File: src/rtl/ddr_rx_pkg.sv
package ddr_rx_pkg;
   localparam int unsigned DEF_BYTE_W   = 8;
   localparam int unsigned DEF_WORD_BY  = 4;
   localparam int unsigned DEF_UNIT_WDS = 4;

   function automatic int unsigned cnt_width(input int unsigned n);
      return (n > 1) ? $clog2(n) : 1;
   endfunction
endpackage

File: src/rtl/ddr_edge_capture.sv
module ddr_edge_capture
   import ddr_rx_pkg::*;
#(
   parameter int unsigned BYTE_W = DEF_BYTE_W
) (
   input  logic              lclk,
   input  logic              rst_n,
   input  logic              en_in,
   input  logic [BYTE_W-1:0] din,
   output logic [2*BYTE_W-1:0] pair,
   output logic              pair_ok
);
   logic [BYTE_W-1:0] rise_q, rise_d, fall_q, fall_rt;
   logic              en_q, en_d;

   // rising-edge path: capture, then one extra stage to match the falling path
   always_ff @(posedge lclk or negedge rst_n) begin
      if (!rst_n) begin
         rise_q  <= '0;
         rise_d  <= '0;
         fall_rt <= '0;
         en_q    <= 1'b0;
         en_d    <= 1'b0;
      end else begin
         rise_q  <= din;
         rise_d  <= rise_q;
         fall_rt <= fall_q;
         en_q    <= en_in;
         en_d    <= en_q;
      end
   end

   // falling-edge path: its retimed copy lags by one link cycle
   always_ff @(negedge lclk or negedge rst_n) begin
      if (!rst_n) fall_q <= '0;
      else        fall_q <= din;
   end

   assign pair    = {fall_rt, rise_d};
   assign pair_ok = en_d;
endmodule

File: src/rtl/ddr_word_packer.sv
module ddr_word_packer
   import ddr_rx_pkg::*;
#(
   parameter int unsigned BYTE_W  = DEF_BYTE_W,
   parameter int unsigned WORD_BY = DEF_WORD_BY
) (
   input  logic                      lclk,
   input  logic                      rst_n,
   input  logic [2*BYTE_W-1:0]       pair,
   input  logic                      pair_ok,
   output logic [BYTE_W*WORD_BY-1:0] word,
   output logic                      word_vld,
   output logic                      word_fire
);
   localparam int unsigned PAIR_W = 2 * BYTE_W;
   localparam int unsigned PAIRS  = WORD_BY / 2;
   localparam int unsigned ACC_N  = PAIRS - 1;
   localparam int unsigned CNT_W  = cnt_width(PAIRS);
   localparam logic [CNT_W-1:0] LAST = CNT_W'(PAIRS - 1);

   generate
      if (WORD_BY < 4 || (WORD_BY % 2) != 0) begin : g_bad_word
         $error("WORD_BY must be even and at least 4");
      end
   endgenerate

   logic [CNT_W-1:0]            pos;
   logic [PAIR_W-1:0]           acc [ACC_N];
   logic [BYTE_W*WORD_BY-1:0]   word_next;

   assign word_fire = pair_ok && (pos == LAST);

   generate
      for (genvar p = 0; p < PAIRS; p++) begin : g_slot
         if (p == PAIRS - 1) begin : g_top
            assign word_next[p*PAIR_W +: PAIR_W] = pair;
         end else begin : g_low
            assign word_next[p*PAIR_W +: PAIR_W] = acc[p];
            always_ff @(posedge lclk or negedge rst_n) begin
               if (!rst_n)                                  acc[p] <= '0;
               else if (pair_ok && pos == CNT_W'(p))        acc[p] <= pair;
            end
         end
      end
   endgenerate

   always_ff @(posedge lclk or negedge rst_n) begin
      if (!rst_n) begin
         pos      <= '0;
         word     <= '0;
         word_vld <= 1'b0;
      end else begin
         word_vld <= word_fire;
         if (!pair_ok) begin
            pos <= '0;
         end else if (pos == LAST) begin
            pos  <= '0;
            word <= word_next;
         end else begin
            pos <= pos + 1'b1;
         end
      end
   end

   AST_VLD_GAP: assert property (@(posedge lclk) disable iff (!rst_n)
      word_vld |=> !word_vld);
   AST_NO_WRITE_OFF: assert property (@(posedge lclk) disable iff (!rst_n)
      !pair_ok |=> !word_vld);
   AST_FRESH_RUN_NO_WORD: assert property (@(posedge lclk) disable iff (!rst_n)
      $rose(pair_ok) |=> !word_vld);
endmodule

File: src/rtl/ddr_unit_tracker.sv
module ddr_unit_tracker
   import ddr_rx_pkg::*;
#(
   parameter int unsigned UNIT_WDS = DEF_UNIT_WDS
) (
   input  logic lclk,
   input  logic rst_n,
   input  logic run,
   input  logic fire,
   output logic unit_done
);
   localparam int unsigned CW = cnt_width(UNIT_WDS);
   localparam logic [CW-1:0] LASTW = CW'(UNIT_WDS - 1);

   generate
      if (UNIT_WDS < 2) begin : g_bad_unit
         $error("UNIT_WDS must be at least 2");
      end
   endgenerate

   logic [CW-1:0] wcnt;

   always_ff @(posedge lclk or negedge rst_n) begin
      if (!rst_n) begin
         wcnt      <= '0;
         unit_done <= 1'b0;
      end else begin
         unit_done <= fire && (wcnt == LASTW);
         if (!run)                wcnt <= '0;
         else if (fire)           wcnt <= (wcnt == LASTW) ? '0 : wcnt + 1'b1;
      end
   end

   AST_UNIT_NEEDS_FIRE: assert property (@(posedge lclk) disable iff (!rst_n)
      unit_done |-> $past(fire));
endmodule

File: src/rtl/ddr_word_rx.sv
module ddr_word_rx
   import ddr_rx_pkg::*;
#(
   parameter int unsigned BYTE_W   = DEF_BYTE_W,
   parameter int unsigned WORD_BY  = DEF_WORD_BY,
   parameter int unsigned UNIT_WDS = DEF_UNIT_WDS
) (
   input  logic                      lclk,
   input  logic                      rst_n,
   input  logic                      lrx_en,
   input  logic [BYTE_W-1:0]         ldat,
   output logic [BYTE_W*WORD_BY-1:0] wr_word,
   output logic                      wr_vld,
   output logic                      quad_done
);
   logic [2*BYTE_W-1:0] pair;
   logic                pair_ok;
   logic                fire;

   ddr_edge_capture #(.BYTE_W(BYTE_W)) u_cap (
      .lclk(lclk), .rst_n(rst_n), .en_in(lrx_en), .din(ldat),
      .pair(pair), .pair_ok(pair_ok)
   );

   ddr_word_packer #(.BYTE_W(BYTE_W), .WORD_BY(WORD_BY)) u_pack (
      .lclk(lclk), .rst_n(rst_n), .pair(pair), .pair_ok(pair_ok),
      .word(wr_word), .word_vld(wr_vld), .word_fire(fire)
   );

   ddr_unit_tracker #(.UNIT_WDS(UNIT_WDS)) u_unit (
      .lclk(lclk), .rst_n(rst_n), .run(pair_ok), .fire(fire),
      .unit_done(quad_done)
   );

   AST_QUAD_WITH_VLD: assert property (@(posedge lclk) disable iff (!rst_n)
      quad_done |-> wr_vld);
   AST_RESET_QUIET: assert property (@(posedge lclk)
      !rst_n |-> (!wr_vld && !quad_done));
endmodule

File: config.mk
export PLATFORM = sky130hd
export DESIGN_NAME = ddr_word_rx
export DESIGN_NICKNAME = d
export VERILOG_FILES = /design/src/rtl/ddr_rx_pkg.sv /design/src/rtl/ddr_edge_capture.sv /design/src/rtl/ddr_word_packer.sv /design/src/rtl/ddr_unit_tracker.sv /design/src/rtl/ddr_word_rx.sv
export SDC_FILE = /design/constraint.sdc
export NUM_CORES = 1
export LEC_CHECK = 0
export BUFFER_PORTS_ARGS = -buffer_cell sky130_fd_sc_hd__buf_2
export CORE_MARGIN = 4
export CORE_UTILIZATION = 59
export DETAILED_ROUTE_END_ITERATION = 6
export GPL_TIMING_DRIVEN = 0
export HOLD_SLACK_MARGIN = 0.12
export PLACE_DENSITY = 0.79
export SLEW_MARGIN = 20
export SYNTH_ARGS = -nofsm -noshare
export SYNTH_HDL_FRONTEND = slang
export SYNTH_SLANG_ARGS = --single-unit
File: constraint.sdc
create_clock -name lclk -period 1.95 [get_ports lclk]
set_input_delay 0.0975 -clock lclk [delete_from_list [all_inputs] [get_ports lclk]]
set_output_delay 0.0975 -clock lclk [all_outputs]
set_load 0.01 [all_outputs]
; After elaboration in Yosys (flattened, before gate mapping)
; Index checks and enable logic that the tools add are counted.
; Widths: inputs -> output; s select.
[classes]
addsub = 2
multipliers = 0
div = 0
order_cmp = 0
n_eq_ne = 2
shifts = 0
mux = 5
bitwise = 1
n_reduce_logical = 4
[op_table]
columns = cell, count
row1 = $mux 2, 3
row2 = $logic_and 1x1->1, 3
row3 = $add 2x1->2 const B, 1
row4 = $eq 2x2->1 const B, 1
row5 = $mux 1, 2
row6 = $ne 2x1->1 const B, 1
row7 = $reduce_and 2->1, 1
row8 = $add 1x1->1 const B, 1
row9 = $not 1->1, 1
[totals]
register_bits = 87
latchBits = 0
mem_bits_rw = 0
mem_bits_ro = 0
input_bits = 11
word_cells = 26
mem_count = 0

; Depth between registers and ports, before layout
[depth]
depth_word = 4
depth_mapped = 4

; Cells and area by module
; A second synthesis with hierarchy kept.
[unflattened]
cells_unflattened = 150
area_unflattened_um2 = 2895.3
[modules_own_cells]
columns = mod, instances, cells_per_inst, area_per_inst_um2
row1 = ddr_word_packer, 1, 107, 1918.1
row2 = ddr_edge_capture, 1, 34, 850.8
row3 = ddr_unit_tracker, 1, 9, 126.4

==> impl.org <==
** Die
- DIE AREA :: around 0.006 mm^2
- Die span in x :: 77.96 um
- Number of top-level design ports :: 45
- Once the floorplan was initialized, standard cells occupied between 60% and 70% of the core.
- Die Y-Extent :: ~78 um
- Core area :: approximately 0.0047 mm^2
- The initialized floorplan defines 25 standard-cell rows.

** Clock tree
- Maximum level of the CTS H-tree :: 3
- The tree built by TritonCTS fans out to between 80 and 90 sinks.
- Clock input transition at the sequential cells of the worst setup and hold paths :: roughly 0.08 ns
- TritonCTS built the clock tree.
- CTS max path bufs :: 2
- Buffers added to address setup during post-CTS repair amount to 0.
- Inserted Clock Buffers :: 9
- The later pin in the worst-skew pair is clocked with a latency of about 0.34 ns.
- The tree is rooted in a clkbuf_8.
- The number of gates resized after CTS was 0.
- For this design, the CTS-stage hold fixing added 10 buffers.

** Synthesis
- Synth unique cells :: 15
- In this run the cell area of the synthesized design comes to between 0.002 and 0.003 mm^2.
- Synthesis inferred a little under 90 register bits.
- For this run, the register share of the synthesized area comes to 75.39%.
- Mean cell area of the mapped netlist :: about 19 um^2
- Counting every net in the synthesized netlist gives about 160.
- Synthesis handed over a netlist of 150 instances.
- Warnings from Yosys :: 0

** Finish
- The finished cells cover 0.003545 mm^2.
- Layout cell share with drive strength beyond 1 :: between 50 and 60%
- The top cell types in the final layout, fill and taps aside, are dfrtp_1 (79), buf_2 (43), mux2_2 (39).
- Number of nets in the finished design :: roughly 230
- Final core occ :: roughly three quarters
- Footprint of the flip-flops and latches :: between 0.002 and 0.0025 mm^2
- Leaving out fill and tap cells, the most frequent cell in the layout is dfrtp_1.
- Layout Cells excl Fill :: 288
- The layout has between 200 and 300 filler cells.
- In the final layout, the multi-input gates occupy about 640 um^2.
- The repair_antennas step left the layout with diodes totalling 0.
- Layout-stage area growth over the synthesis result :: 22.75%

** Power and ir drop
- In this run the static leakage power is about 1.7 nW.
- In this run the power density over the cells is between 1000 and 1500 mW/mm^2.
- Worst voltage drop across the vdd grid :: ~0.00078 V

** Place
- The number of placed instances, taps included, is approximately 260.
- Worst slack at placement :: roughly 0.36 ns
- Placer's final routability congestion estimate :: between 0.7 and 0.8
- In this run the cell area measured after placement is ~0.0032 mm^2.
- DPL Wire Length :: ~3300 um
- Buffers placed on the I/O ports in this run total 44.

** Run
- Count of max-cap constraint violations :: 0

** Min path
- Hold/Removal Path Class :: input pin to asynchronous set/reset pin

** Setup path
- Measured in cells, the most critical reg-to-reg path has a length of 0.
- Beginning of the worst register-to-register path :: u_cap.fall_q[5]
- Required time reported for the critical path endpoint :: approximately 1.6 ns
- Highest fanout seen on the critical path :: between 50 and 60
- Tracing the worst setup path back leads to its startpoint at rst_n.
- Reg-to-Reg End :: u_cap.fall_rt[5]
- Worst Setup Path Type :: input pin to asynchronous set/reset pin
- Arrival time reported for the critical path endpoint :: 1.37 ns
- The critical path ends at u_cap.fall_q[5].
- Reg2Reg Setup Slack :: roughly 0.52 ns
- STA classifies the critical path endpoint as an asynchronous set/reset pin.
- Setup crit start kind :: input pin

** Timing
- Final-report hold violation count :: 0
- Max-slew violations :: 0
- Headroom to the max-slew limit came out at approximately 69%.
- Setup repair after global routing left no endpoint under its margin.
- Setup violations remaining at the end of the flow were counted as 0.
- Summed over all failing endpoints, the final setup total negative slack is 0 ns.
- Actual slew at the worst max-slew pin :: between 0.4 and 0.5 ns
- Across the routed clock network, the largest skew measured is around 0.013 ns.
- Worst-case setup margin in the final layout :: approximately 0.20 ns

** Drt
- Average detailed-routed wire length per instance :: approximately 17 um
- Antenna viol nets, final :: 0
- For this run, the detailed router's first-pass iteration total came to 4.
- Final wirelength :: around 4800 um
- Total DRC errors in the routed layout :: 0
- Drt first-iter violations :: 43
- Using the TritonRoute via totals, the vias-per-cell ratio works out to 4.972.
- Via count :: 1,432

** Outcome
- Result of the run :: completed

** Global route
- Antenna violations before repair :: 0
- Global routing used ~18% of the available tracks.
- Entering global routing, the biggest net connects 53 pins.
- Number of global-route vias before repair :: 1,595
- The first global-routing pass estimated 8079 um of wire.
- Overflow left after global routing :: 0
==> report_power, final <==
part | internal [W] | switching [W] | total (W)
Combinational | 0.000334 | 0.000274 | 0.000608
Sequential | 0.00205 | 0.000125 | 0.00218
Clock | 0.000757 | 0.000596 | 0.00135
==> stage by stage <==
step / power, W / hold WS, ns
4_1_cts: 0.004191 / 0.2563
3_3_place_gp: 0.002765 / 0.2063
3_5_place_dp: 0.002823 / 0.08116
5_1_grt: 0.004333 / 0.2907
2_1_floorplan: 0.002522 / -0.1981
6_report: 0.004138 / 0.2572
==> cell type report <==
| class | instances | area share, % |
|---|---|---|
| Buffer | 5 | 1.836 |
| Clock buffer | 11 | 3.989 |
| Clock inverter | 5 | 2.294 |
| Inverter | 2 | 0.2118 |
| Multi-Input combinational cell | 56 | 18.00 |
| Sequential cell | 87 | 61.42 |
| Tap cell | 67 | 2.365 |
| Timing Repair Buffer | 55 | 9.884 |
==> cells in the mapped netlist <==
library cell,count,area share (%)
mux2_2,39,15
dfrtp_1,79,68
nand2_2,1,0.22
nand2b_1,1,0.22
dfrtn_1,8,6.9
buf_12,1,0.69
ha_1,1,0.43
buf_6,4,1.6
nor2b_1,1,0.22
mux2i_1,1,0.35
inv_1,2,0.26
xor2_1,1,0.30
and3_2,1,0.26
mux2_4,9,4.7
and2_1,1,0.22
==> worst min-delay path by stage <==
stage	start	end	slack [ns]	cells past startpoint
final	rst_n	u_unit.unit_done	0.26	2
after global placement	lrx_en	u_cap.en_q	0.21	1
after floorplan	rst_n	u_cap.en_q	-0.20	0
after CTS	rst_n	u_cap.pair_ok	0.26	2
after global routing	rst_n	u_unit.unit_done	0.29	2
after detailed placement	rst_n	u_unit.unit_done	0.08	1
==> cells by family (layout without fill, tap and decap cells) <==
logic type                 Yosys count  count (layout)  share of synthesized area (%)
DFF                                 87              87                          75.39
muxes                               49              49                          20.23
buffers and inverters                7              78                          2.513
and+or+nand+nor                      5               5                          1.127
adders and majority gates            1               1                         0.4332
xor gates and xnor gates             1               1                         0.3033
==> registers in the layout (all words and copies together), names as in the netlist, 2 cells and up <==
signal         flops
u_pack.word       32
u_cap.rise_q       8
u_pack.acc        16
u_cap.fall_rt      8
u_cap.rise_d       8
u_cap.fall_q       8
u_unit.wcnt        2
==> per-layer routing <==
metal  share of wire (%)  track usage, %  vias to the layer above
met5                   0               0                        -
met4                 1.7           8.392                        0
met3                 3.7           4.872                        9
met2                  55           31.25                       33
met1                  40           21.24                      751
li1                    -               -                      639
==> critical path: stages <==
cell and delay [ns]:
dlygate4sd3_1 0.53, buf_4 0.41, buf_16 0.30
Note: power is estimated with default switching activity, not from simulation.
